--- src/rtl/hrf_pkg.sv ---
package hrf_pkg;

    localparam int HRF_DATA_W = 8;

    typedef struct packed {
        logic                  eop;
        logic [HRF_DATA_W-1:0] data;
    } hrf_entry_t;

    // Full level for selector value sel: odd multiples of depth/8.
    function automatic int unsigned hrf_full_level(input int unsigned sel,
                                                   input int unsigned depth);
        return (depth / 8) * (2 * sel + 1);
    endfunction

    // Next position in a circular buffer of the given depth.
    function automatic int unsigned hrf_wrap_inc(input int unsigned ptr,
                                                 input int unsigned depth);
        return (ptr == depth - 1) ? 0 : ptr + 1;
    endfunction

endpackage

--- src/rtl/hrf_store.sv ---
module hrf_store
    import hrf_pkg::*;
#(
    parameter int DEPTH = 128,
    localparam int PTR_W = $clog2(DEPTH),
    localparam int CNT_W = $clog2(DEPTH + 1)
) (
    input  logic             clk,
    input  logic             rst,
    input  logic             push,
    input  hrf_entry_t       push_ent,
    input  logic             pop,
    output hrf_entry_t       head,
    output logic [CNT_W-1:0] level
);

    hrf_entry_t       mem [DEPTH];
    logic [PTR_W-1:0] wptr;
    logic [PTR_W-1:0] rptr;

    always_ff @(posedge clk) begin
        if (push) begin
            mem[wptr] <= push_ent;
        end
    end

    always_ff @(posedge clk) begin
        if (rst) begin
            wptr  <= '0;
            rptr  <= '0;
            level <= '0;
        end else begin
            if (push) begin
                wptr <= PTR_W'(hrf_wrap_inc(int'(wptr), DEPTH));
            end
            if (pop) begin
                rptr <= PTR_W'(hrf_wrap_inc(int'(rptr), DEPTH));
            end
            case ({push, pop})
                2'b10:   level <= level + 1'b1;
                2'b01:   level <= level - 1'b1;
                default: level <= level;
            endcase
        end
    end

    assign head = mem[rptr];

endmodule

--- src/rtl/hrf_thresh.sv ---
module hrf_thresh
    import hrf_pkg::*;
#(
    parameter int DEPTH = 128,
    localparam int CNT_W = $clog2(DEPTH + 1),
    localparam int N_LVL = 4
) (
    input  logic [1:0]       sel,
    input  logic [CNT_W-1:0] level,
    output logic             full
);

    logic [CNT_W-1:0] lvl_tab [N_LVL];

    for (genvar g = 0; g < N_LVL; g++) begin : g_lvl
        assign lvl_tab[g] = CNT_W'(hrf_full_level(g, DEPTH));
    end

    assign full = (level > lvl_tab[sel]);

endmodule

--- src/rtl/hrf_rxctl.sv ---
module hrf_rxctl
    import hrf_pkg::*;
#(
    parameter int DEPTH = 128,
    localparam int CNT_W = $clog2(DEPTH + 1)
) (
    input  logic                  clk,
    input  logic                  rst,
    input  logic                  wr_valid,
    input  logic                  wr_eop,
    input  logic [HRF_DATA_W-1:0] wr_crc_hi,
    input  logic                  flag_seen,
    input  logic [CNT_W-1:0]      level,
    output logic                  accept,
    output logic                  rx_en,
    output logic                  ovf_pulse,
    output logic                  eop_det,
    output logic [HRF_DATA_W-1:0] crc_hi
);

    logic attempt;
    logic at_cap;
    logic ovf_now;

    assign attempt = wr_valid & rx_en;
    assign at_cap  = (level == CNT_W'(DEPTH));
    assign accept  = attempt & ~at_cap;
    assign ovf_now = attempt & at_cap;

    always_ff @(posedge clk) begin
        if (rst) begin
            rx_en     <= 1'b1;
            ovf_pulse <= 1'b0;
            eop_det   <= 1'b0;
            crc_hi    <= '0;
        end else begin
            ovf_pulse <= ovf_now;
            eop_det   <= accept & wr_eop;
            if (accept && wr_eop) begin
                crc_hi <= wr_crc_hi;
            end
            if (ovf_now) begin
                rx_en <= 1'b0;
            end else if (flag_seen) begin
                rx_en <= 1'b1;
            end
        end
    end

endmodule

--- src/rtl/hdlc_rx_fifo.sv ---
module hdlc_rx_fifo
    import hrf_pkg::*;
#(
    parameter int DEPTH = 128,
    localparam int CNT_W = $clog2(DEPTH + 1)
) (
    input  logic                  clk,
    input  logic                  rst,
    input  logic                  wr_valid,
    input  logic [HRF_DATA_W-1:0] wr_data,
    input  logic                  wr_eop,
    input  logic [HRF_DATA_W-1:0] wr_crc_hi,
    input  logic                  flag_seen,
    output logic                  rx_en,
    output logic                  ovf_pulse,
    output logic                  eop_det,
    output logic [HRF_DATA_W-1:0] crc_hi,
    input  logic [1:0]            thr_sel,
    output logic                  full_flag,
    output logic [CNT_W-1:0]      rx_level,
    input  logic                  rd_req,
    output logic [HRF_DATA_W-1:0] rd_data,
    output logic                  rd_last
);

    hrf_entry_t head;
    hrf_entry_t push_ent;
    logic       accept;
    logic       empty;
    logic       pop;
    logic       empty_rd_q;

    assign push_ent = '{eop: wr_eop, data: wr_data};
    assign empty    = (rx_level == '0);
    assign pop      = rd_req & ~empty;

    hrf_rxctl #(.DEPTH(DEPTH)) u_ctl (
        .clk       (clk),
        .rst       (rst),
        .wr_valid  (wr_valid),
        .wr_eop    (wr_eop),
        .wr_crc_hi (wr_crc_hi),
        .flag_seen (flag_seen),
        .level     (rx_level),
        .accept    (accept),
        .rx_en     (rx_en),
        .ovf_pulse (ovf_pulse),
        .eop_det   (eop_det),
        .crc_hi    (crc_hi)
    );

    hrf_store #(.DEPTH(DEPTH)) u_store (
        .clk      (clk),
        .rst      (rst),
        .push     (accept),
        .push_ent (push_ent),
        .pop      (pop),
        .head     (head),
        .level    (rx_level)
    );

    hrf_thresh #(.DEPTH(DEPTH)) u_thr (
        .sel   (thr_sel),
        .level (rx_level),
        .full  (full_flag)
    );

    always_ff @(posedge clk) begin
        if (rst) begin
            rd_data    <= '0;
            empty_rd_q <= 1'b0;
        end else begin
            if (rd_req) begin
                rd_data <= pop ? head.data : '0;
            end
            if (accept) begin
                empty_rd_q <= 1'b0;
            end else if (rd_req && empty) begin
                empty_rd_q <= 1'b1;
            end
        end
    end

    assign rd_last = empty ? empty_rd_q : head.eop;

endmodule

--- config.mk ---
export PLATFORM = sky130hd
export DESIGN_NAME = hdlc_rx_fifo
export DESIGN_NICKNAME = d
export VERILOG_FILES = /design/src/rtl/hrf_pkg.sv /design/src/rtl/hrf_store.sv /design/src/rtl/hrf_thresh.sv /design/src/rtl/hrf_rxctl.sv /design/src/rtl/hdlc_rx_fifo.sv
export SDC_FILE = /design/constraint.sdc
export NUM_CORES = 1
export LEC_CHECK = 0
export ABC_AREA = 1
export ABC_CLOCK_PERIOD_IN_PS = 3200
export BUFFER_PORTS_ARGS = -buffer_cell sky130_fd_sc_hd__buf_2
export CAP_MARGIN = 20
export CORE_MARGIN = 3
export CORE_UTILIZATION = 50
export CTS_BUF_LIST = sky130_fd_sc_hd__clkbuf_2 sky130_fd_sc_hd__clkbuf_4 sky130_fd_sc_hd__clkbuf_8
export DETAILED_ROUTE_END_ITERATION = 10
export PLACE_DENSITY = 0.62
export SYNTH_ARGS = -nofsm -noshare
export SYNTH_HDL_FRONTEND = slang
export SYNTH_SLANG_ARGS = --single-unit
--- constraint.sdc ---
create_clock -name clk -period 3.2 [get_ports clk]
set_input_delay 0.16 -clock clk [delete_from_list [all_inputs] [get_ports clk]]
set_output_delay 0.16 -clock clk [all_outputs]
set_load 0.05 [all_outputs]
# --- Word-level counts from Yosys, hierarchy flattened ---
# Memories as Yosys holds them, arrays and structs flattened. A register that Yosys moved wholly into a read port is not among the register bits.
# Index checks and enable logic that the tools add are counted.
classes:
  magnitude_cmp: 2
  n_reduce_logical: 6
  muxes: 14
  bitwise: 8
  eq_ne: 5
  n_addsub: 4
ops:
  columns: ["cell", "count"]
  rows:
  - ["$mux 7", 4]
  - ["$mux 8", 3]
  - ["$bmux 8 s2", 1]
  - ["$pmux 8 s2", 1]
  - ["$add 7x1->7 const B", 2]
  - ["$eq 7x7->1 const B", 2]
  - ["$add 8x1->8 const B", 1]
  - ["$eq 8x8->1 const B", 1]
  - ["$gt 8x8->1", 1]
  - ["$logic_not 8->1", 1]
  - ["$sub 8x1->8 const B", 1]
  - ["$and 1x1->1", 5]
  - ["$mux 1", 5]
  - ["$reduce_bool 2->1", 2]
  - ["$ge 3x3->1 const B", 1]
  - ["$not 2->3", 1]
  - ["$eq 2x1->1 const B", 1]
  - ["$eq 2x2->1 const B", 1]
  - ["$logic_and 1x1->1", 2]
  - ["$not 1->1", 2]
  - ["$reduce_or 2->1", 1]
word_totals:
  inputBits: 24
  reg_bits: 42
  memories: 1
  ramBits: 1152
  out_inout_bits: 29
  elab_cells: 49
memory_table:
  columns: ["name", "depth", "word_bits", "read_ports", "rd_clocked_by_memory_dff", "write_ports", "line_no", "text"]
  rows:
  - ["u_store.mem", 128, 9, 1, 1, 1, "hrf_store.sv:17", "hrf_entry_t mem [DEPTH];"]

# --- Longest topological paths before layout ---
# Gate-level depths: netlist of the first run.
depth:
  word_depth: 5
  depth_mapped: 19
  ltp_nobuf: 17

# --- Cells and area by module ---
# Synthesis of the first run repeated with hierarchy kept, for this count alone.
hier_totals:
  hier_cells: 4345
  area_unflattened_um2: 49707.7
by_module_without_submodules:
  columns: ["module", "cells_per_inst", "instances", "area_each_um2"]
  rows:
  - ["hrf_store", 4173, 1, 48585.3]
  - ["hrf_rxctl", 91, 1, 588.1]
  - ["hdlc_rx_fifo", 60, 1, 432.9]
  - ["hrf_thresh", 21, 1, 101.3]

# --- Worst setup path before layout of the first run ---
# OpenSTA, ideal clock, no wires.
synth_path:
  path_type: "reg-to-reg"
  startpoint: "reg u_store.level[5]"
  endpoint: "reg u_store.level[6]"
  slack_ps: 288
  synth_period_minus_slack_ps: 2912
  stages_incl_launch_ff: 18
  arrival_time_ps: 2803
  n_path_buf: 3
  path_cell_list: "dfxtp_1 > inv_1 > nand4_1 > nor2_1 > nor2_1 > buf_2 > buf_2 > ha_1 > buf_2 > nor2_1 > nor2_1 > inv_1 > nor4_1 > nand2_1 > nand4_1 > nand3_1 > nand2_1 > inv_1"
synth_via:
  elab_chain_len: 5
synth_lines:
  columns: ["element", "line_no", "text"]
  rows:
  - ["from (decl)", "hrf_store.sv:14", "output logic [CNT_W-1:0] level"]
  - ["from (signal assigned)", "hrf_store.sv:40", "2'b10: level <= level + 1'b1;"]
  - ["from (signal assigned)", "hrf_store.sv:41", "2'b01: level <= level - 1'b1;"]
  - ["from (signal assigned)", "hrf_store.sv:42", "default: level <= level;"]
  - ["$logic_not 8->1 *", "hdlc_rx_fifo.sv:34", "assign empty = (rx_level == '0);"]
  - ["$not 1->1 *", "hdlc_rx_fifo.sv:35", "assign pop = rd_req & ~empty;"]
  - ["$and 1x1->1 *", "hdlc_rx_fifo.sv:35", null]
  - ["named net pop", "hdlc_rx_fifo.sv:30", "logic pop;"]
  - ["$eq 2x1->1 or $eq 2x2->1 (tied branches)", "hrf_store.sv:39", "case ({push, pop})"]
  - ["$pmux 8 s2 or $reduce_bool 2->1 (tied branches)", null, null]
# Mark *: on every way through the listed nets, which the timed path passes. The rest lies on a longest branch.
# A chain may end at the register's enable or synchronous reset.

==> results of run 1 <==
-- path summary, 6_finish.rpt --
kind	slack, ns	cells past startpoint	end
hold reg to reg	0.47	2	rd_data[4]
setup / recovery	0.10	15	rd_last
setup reg to reg	0.48	15	u_store.level[6]
hold / removal	0.1	1	u_store.mem[104][3]
-- per-layer routing --
| layer | routed length [um] | vias up | global-route usage, % | part of all wire (%) |
|---|---|---|---|---|
| met2 | 64000 | 1701 | 41.2 | 46 |
| met5 | 31 | - | 0 | 0.022 |
| met3 | 11800 | 262 | 4.63 | 8.6 |
| li1 | - | 15600 | - | - |
| met1 | 57700 | 16500 | 38.1 | 42 |
| met4 | 4410 | 4 | 9.60 | 3.2 |
-- kinds of logic (layout without fill, tap and decap cells) --
logic type / count (synthesis) / after routing / synth area share [%]
AND/OR/NAND/NOR: 2591 / 2591 / 22.7
flip-flops: 1201 / 1201 / 72.6
buffers and inverters: 331 / 806 / 3.39
AO/OA/AOI/OAI: 92 / 92 / 1.00
XOR/XNOR: 11 / 11 / 0.197
adder cells (fa/ha/maj): 6 / 6 / 0.153
other: 0 / 3 / 0
-- cells in the final DEF, fill, tap and decap left out, drive strengths merged --
cell,synthesis,final
dfxtp,49,49
dlygate4sd3,0,31
edfxtp,1152,1152
xor2,9,9
nand3,1067,1067
bufinv,0,1
nor3,14,14
o21bai,1,1
a21oi,38,38
nor2,177,177
o211ai,2,2
a31oi,1,1
clkinvlp,0,7
inv,59,65
a211oi,2,2
nand2,1319,1319
ha,6,6
o21ai,38,38
xnor2,2,2
buf,218,347
diode,0,3
clkbuf,50,276
bufbuf,0,7
nor3b,3,3
nor4,1,1
o22ai,10,10
clkinv,4,72
nand4,9,9
nand3b,1,1
-- power groups by stage --
stage	clock network (uW)	logic, uW	registers, uW
after floorplan	0	5370	18100
after global placement	0	8520	17900
after detailed placement	0	8570	17900
after CTS	12800	9360	17500
after global routing	13500	10600	17500
final	12600	9830	17500
-- flip-flops by register name, indices dropped and copies added, names as in the netlist, named ones only --
name and count:
u_ctl.eop_det 1, u_store.mem 1152, u_store.rptr 7, u_ctl.rx_en 1, empty_rd_q 1, u_ctl.ovf_pulse 1, rd_data 8, u_ctl.crc_hi 8
u_store.wptr 7, u_store.level 8
-- cell type report --
cell class                      instances  area (um^2)
Fill cell                            7949        40200
Sequential cell                      1201        35600
Multi-Input combinational cell       2700        11900
Timing Repair Buffer                  389         3700
Clock buffer                          272         3290
Tap cell                             1276         1600
Clock inverter                         78          383
Inverter                               63          282
Timing Repair inverter                  4         40.0
Antenna cell                            3         7.51
-- timing repair --
item / in CTS / in global routing
pin swaps: 0 / 6
hold endpoints to repair: 515 / 0
buffers inserted: 21 / 8
endpoints found under the setup margin: 1 / 1
gates cloned: 11 / 5
gates resized for setup: 21 / 26
hold buffers: 31 / 0
-- critical path: cells and delay by family (launching register included) --
family / cells / cell delay, ns
AOI/OAI and AO/OA: 1 / 0.17
and+or+nand+nor: 9 / 0.89
DFF: 1 / 0.37
buffers and inverters: 5 / 0.67
-- through the flow --
stage / utilization [%] / worst slack [ns] / std cells
after floorplan: - / 0.288 / 4232
after global placement: 53.5 / 0.471 / 5557
after detailed placement: 53.5 / 0.506 / 5557
after CTS: 58.2 / 0.0228 / 5970
after global routing: 58.5 / -0.00152 / 5986
final: 58.5 / 0.103 / 5986
==> results.md, run 1 <==
- Top cells by area, synth: edfxtp_1 (71%), nand3_1 (11%), nand2_1 (10%), dfxtp_1 (2.0%), buf_2 (1.4%)
- Sequential group share of total power: 43.9%
- Max-Cap Viols: 0
- Reg2Reg Launch Point: u_store.level[2]
- Top_reg_cell synth: edfxtp_1
- WHS: between 0.09 and 0.1 ns
- CTS H-tree lvls: 4
- Min-delay worst type: in2reg
- Clk buf depth: 3
- Syn-to-layout area delta: 15.8%
- GRT Residual Overflow: 0
- Tmin final: ~3.1 ns
- Peak supply drop: 0.425 mV
- First-pass GRT wire length: 204000 um
- Slew Viols, Final: 0
- Final hold vios: 0
- Lkg Pwr: approximately 0.021 uW
- DR DRC count: 0
- Fin area: 56800 um^2
- Tot GR Track Use: 26.6%
- RD Place Congestion: 0.926
- Most used cell, CP: nand3_2
- Root Driver: clkbuf_8
- Clock transition at path regs: 0.06 ns
- Period utilization: 96.8%
- Worst Tran Pin Value: between 1 and 1.5 ns
- Initial antenna violation count: 5
- Startpoint Class: register
- Vias in the first global route: 32300
- Worst path max stage delay: around 0.37 ns
- Internal power: 27100 uW
- Clock power share: approximately a third
- Crit end category: output pin
- Core Area: 97000 um^2
- Placed cell areas: 51900 um^2
- # setup viols final: 0
- Final wirelength: 138000 um
- CP Data Required Time: 3.04 ns
- Hold_sp: wr_data[3]
- Starting density of the core: 50.5%
- Top-count cell post-synth: nand2_1
- Max Freq: 0.323 GHz
- Critical path class: reg2out
- DR vias: 34100
- Cells after synthesis: 4232
- Nets: around 4600
- Seq/Total Area, Yosys: 72.6%
- Sw power: 12800 uW
- Synthesized area: 49000 um^2
- Pwr/cell area: 703 nW/um^2
- Ys async rst share: 0%
- YS warnings: 0
- Via density: about 5.7
- Routed len/inst: ~23 um
- Dpl hpwl: 78300 um
- Tot Pwr: between 30000 and 40000 uW
- Share of layout cells above drive strength 1: between 10 and 15%
- DR pass1 iterations: 6
- Post-synth EDFFs: 1152
- Synth Register Bits: ~1200
- Sw Ratio: 32.1%
- Clk_lat worst skew: 0.87 ns
- Total CTS buffers: 193
- Chip width: 319 um
- WP data arrival: a little under 3 ns
- Combinational share of power: 24.6%
- PortBufs: 52
- Status: complete, no violations
- Chip height: 319 um
- Clock skew: 0.0422 ns
- CP Max Fanout: 6
- Synth unique cells: 31
- Die ar.: 102000 um^2
- 1st-iter DRT viols: 4113
- Yosys top cell by area: edfxtp_1
- Max-slew headroom: 25.2%
- Yosys top cell area share: between 70% and 80%
- Rows: roughly 110
- Synth Net Count: 4262
- Setup tns final: 0 ns
- Num ports: 53
- Post-Syn Area per Cell: 11.6 um^2
- CP Cell Sequence: buf_6 > inv_16 > buf_12 > buf_12 > nor2_1 > o22ai_1 > nand2_1 > nand3_2 > nand3_2 > nand2_4 > nand2_1 > nand3_2 > nand3_4 > nand2_4 > buf_8
- CTS tree: built
- Critical path's slowest cell: dfxtp_4
- Top post-synthesis cells by count: nand2_1 (1319), edfxtp_1 (1152), nand3_1 (1067), nor2_1 (177), buf_2 (138)
- ANT nets after route: 0
- TritonCTS sink count: 1201
- Largest net degree at the start of global routing: 77
No activity file was read; power rests on OpenSTA's default activity.
==> run 2: changes to the inputs <==
--- a/config.mk
+++ b/config.mk
@@ -13,6 +13,7 @@
 export CORE_UTILIZATION = 50
 export CTS_BUF_LIST = sky130_fd_sc_hd__clkbuf_2 sky130_fd_sc_hd__clkbuf_4 sky130_fd_sc_hd__clkbuf_8
 export DETAILED_ROUTE_END_ITERATION = 10
+export GPL_ROUTABILITY_DRIVEN = 1
 export PLACE_DENSITY = 0.62
 export SYNTH_ARGS = -nofsm -noshare
 export SYNTH_HDL_FRONTEND = slang
==> constraint.sdc (replaced) <==
create_clock -name clk -period 3.2 [get_ports clk]
set_input_delay 0.16 -clock clk [delete_from_list [all_inputs] [get_ports clk]]
set_output_delay 0.16 -clock clk [all_outputs]
set_load 0.02 [all_outputs]
==> results.md, run 2 (synthesis gave the netlist of run 1 again) <==
- Reg2Reg Launch Point: u_store.level[2] (unchanged)
- Root Driver: clkbuf_8 (unchanged)
- Worst Tran Pin Value: 0.925 ns (was 1.12 ns)
- Chip height: 319 um (unchanged)
- DR DRC count: 0 (unchanged)
- Slew Viols, Final: 0 (unchanged)
- Syn-to-layout area delta: 16.0% (was 15.8%)
- CTS tree: built (unchanged)
- DR vias: 33800 (was 34100)
- # setup viols final: 0 (unchanged)
- Clock skew: 0.0353 ns (was 0.0422 ns)
- Placed Cells: 5540 (was 5557)
- Pwr/cell area: 702 nW/um^2 (was 703 nW/um^2)
- GRT Residual Overflow: 0 (unchanged)
- Nets: 4570 (was 4582)
- ANT nets after route: 0 (unchanged)
- CP Max Fanout: 21 (was 6)
- Met3 usage: 4.37% (was 4.63%)
- Total CTS buffers: 192 (was 193)
- Biggest register: u_store.mem (unchanged)
- Fin cells: 5979 (was 5986)
- Flop-to-flop setup slack: 0.35 ns (was 0.48 ns)
- CTS H-tree lvls: 4 (unchanged)
- Chip width: 319 um (unchanged)
- Fin area: 56900 um^2 (was 56800 um^2)
- Peak supply drop: 0.432 mV (was 0.425 mV)
- WP data arrival: 2.93 ns (was 2.94 ns)
- Largest net degree at the start of global routing: 105 (was 77)
- Hold_sp: wr_data[2] (was wr_data[3])
- Clk_lat worst skew: 0.86 ns (was 0.87 ns)
- PortBufs: 52 (unchanged)
- DR pass1 iterations: 6 (unchanged)
- Initial antenna violation count: 4 (was 5)
- Final hold vios: 0 (unchanged)
- Rows: 114 (unchanged)
- Share of layout cells above drive strength 1: 14.4% (about the same)
- Core Area: 97000 um^2 (unchanged)
- Crit end category: output pin (unchanged)
- Setup WS pre-CTS: 0.496 ns (was 0.506 ns)
- GR Util met2: 42.2% (was 41.2%)
- Status: complete, no violations (unchanged)
- Lkg Pwr: 0.0208 uW (was 0.0207 uW)
- Routed len/inst: 23.1 um (was 23.0 um)
- CP Data Required Time: 3.04 ns (about the same)
- Final setup margin: 0.114 ns (was 0.103 ns)
- Max-Cap Viols: 0 (unchanged)
- Placed cell areas: 51700 um^2 (was 51900 um^2)
- Max-slew headroom: 38.3% (was 25.2%)
- Max Freq: 0.324 GHz (was 0.323 GHz)
- Vias in the first global route: 32300 (about the same)
- Tot GR Track Use: 26.9% (was 26.6%)
- Reg2reg end: u_ctl.crc_hi[7] (was u_store.level[6])
- Final wirelength: 138000 um (about the same)
- Num ports: 53 (unchanged)
- GR Util met1: 37.8% (was 38.1%)
- Final Util: 58.6% (was 58.5%)
- Startpoint Class: register (unchanged)
- Critical path class: reg2out (unchanged)
- Hold Path End: u_store.mem[112][2] (was u_store.mem[104][3])
- Via density: 5.65 (was 5.69)
- Clock transition at path regs: 0.06 ns (about the same)
- R2R cell count: 11 (was 15)
- 1st-iter DRT viols: 4338 (was 4113)
- First-pass GRT wire length: 205000 um (was 204000 um)
- TritonCTS sink count: 1201 (unchanged)
- RD Place Congestion: 0.909 (was 0.926)
- Period utilization: 96.4% (was 96.8%)
- Hold Path Depth: 2 (was 1)
- Min-delay worst type: in2reg (unchanged)
- Most frequent cells in the layout: nand2_1 (1316), edfxtp_1 (1152), nand3_1 (1054), buf_4 (237), clkbuf_8 (206) (was nand2_1 (1315), edfxtp_1 (1152), nand3_1 (1055), buf_4 (259), clkbuf_8 (199))
- Max FFs per register: 1152 (unchanged)
- Commonest non-fill, non-tap cell in the layout: nand2_1 (unchanged)
- Tmin final: 3.09 ns (was 3.10 ns)
- Die ar.: 102000 um^2 (unchanged)
- Starting density of the core: 50.5% (unchanged)
- Peak-usage layer in the global routing report: met2 (unchanged)
- Dpl hpwl: 76600 um (was 78300 um)
- Clk buf depth: 3 (unchanged)
## run 2: report_power, final
group	internal [uW]	switching, uW
clock	6920	5940
sequential	17400	142
combinational	3050	6460
## run 2: critical path, stage by stage, from the launching register on
cell	delay (ns)
dfxtp_4	0.36
buf_4	0.18
buf_6	0.13
buf_12	0.14
o21ai_0	0.11
o22ai_1	0.15
nand2_1	0.08
nand3_2	0.09
nand3_2	0.11
nand2_2	0.15
nand2_1	0.06
nand3_1	0.12
nand3_2	0.13
nand2_2	0.09
buf_4	0.14
## run 2: repair_timing
item | 4_1_cts | 5_1_grt
buffers inserted | 18 | 6
endpoints found under the hold margin | 438 | 0
endpoints found under the setup margin | 1 | 1
pin swaps | 4 | 3
hold buffers | 42 | 0
resized for setup | 36 | 17
cloned | 16 | 2
## run 2: stage by stage
step	power, uW	hold WS, ns	TNS, ns
5_1_grt	41600	0.264	-0.00726
4_1_cts	39900	0.222	0
6_report	39900	0.301	0
3_5_place_dp	26200	0.407	0
3_3_place_gp	26100	0.396	0
2_1_floorplan	23200	0.259	0
## run 2: final cells by class
class                           instances  area, um^2
Sequential cell                      1201       35600
Antenna cell                            2        5.00
Timing Repair inverter                  4        56.3
Fill cell                            8045       40100
Inverter                               63         282
Tap cell                             1276        1600
Multi-Input combinational cell       2700       11900
Clock inverter                         71         370
Timing Repair Buffer                  378        3680
Clock buffer                          284        3420
## run 2: how the worst max path moves through the flow
stage,startpoint,end,cells after the start
after floorplan,u_store.level[5],u_store.level[6],17
after detailed placement,register,rd_data[1],12
after global routing,register,rd_last,13
after global placement,u_store.level[6],u_store.level[6],15
final,register,rd_last,14
after CTS,register,rd_last,14
## run 2: routing by layer
| layer | part of all wire, % | vias to the layer above |
|---|---|---|
| met4 | 4.0 | 2 |
| met3 | 8.1 | 299 |
| met2 | 46 | 1557 |
| met1 | 42 | 16400 |
| met5 | 0.0079 | - |
| li1 | - | 15600 |
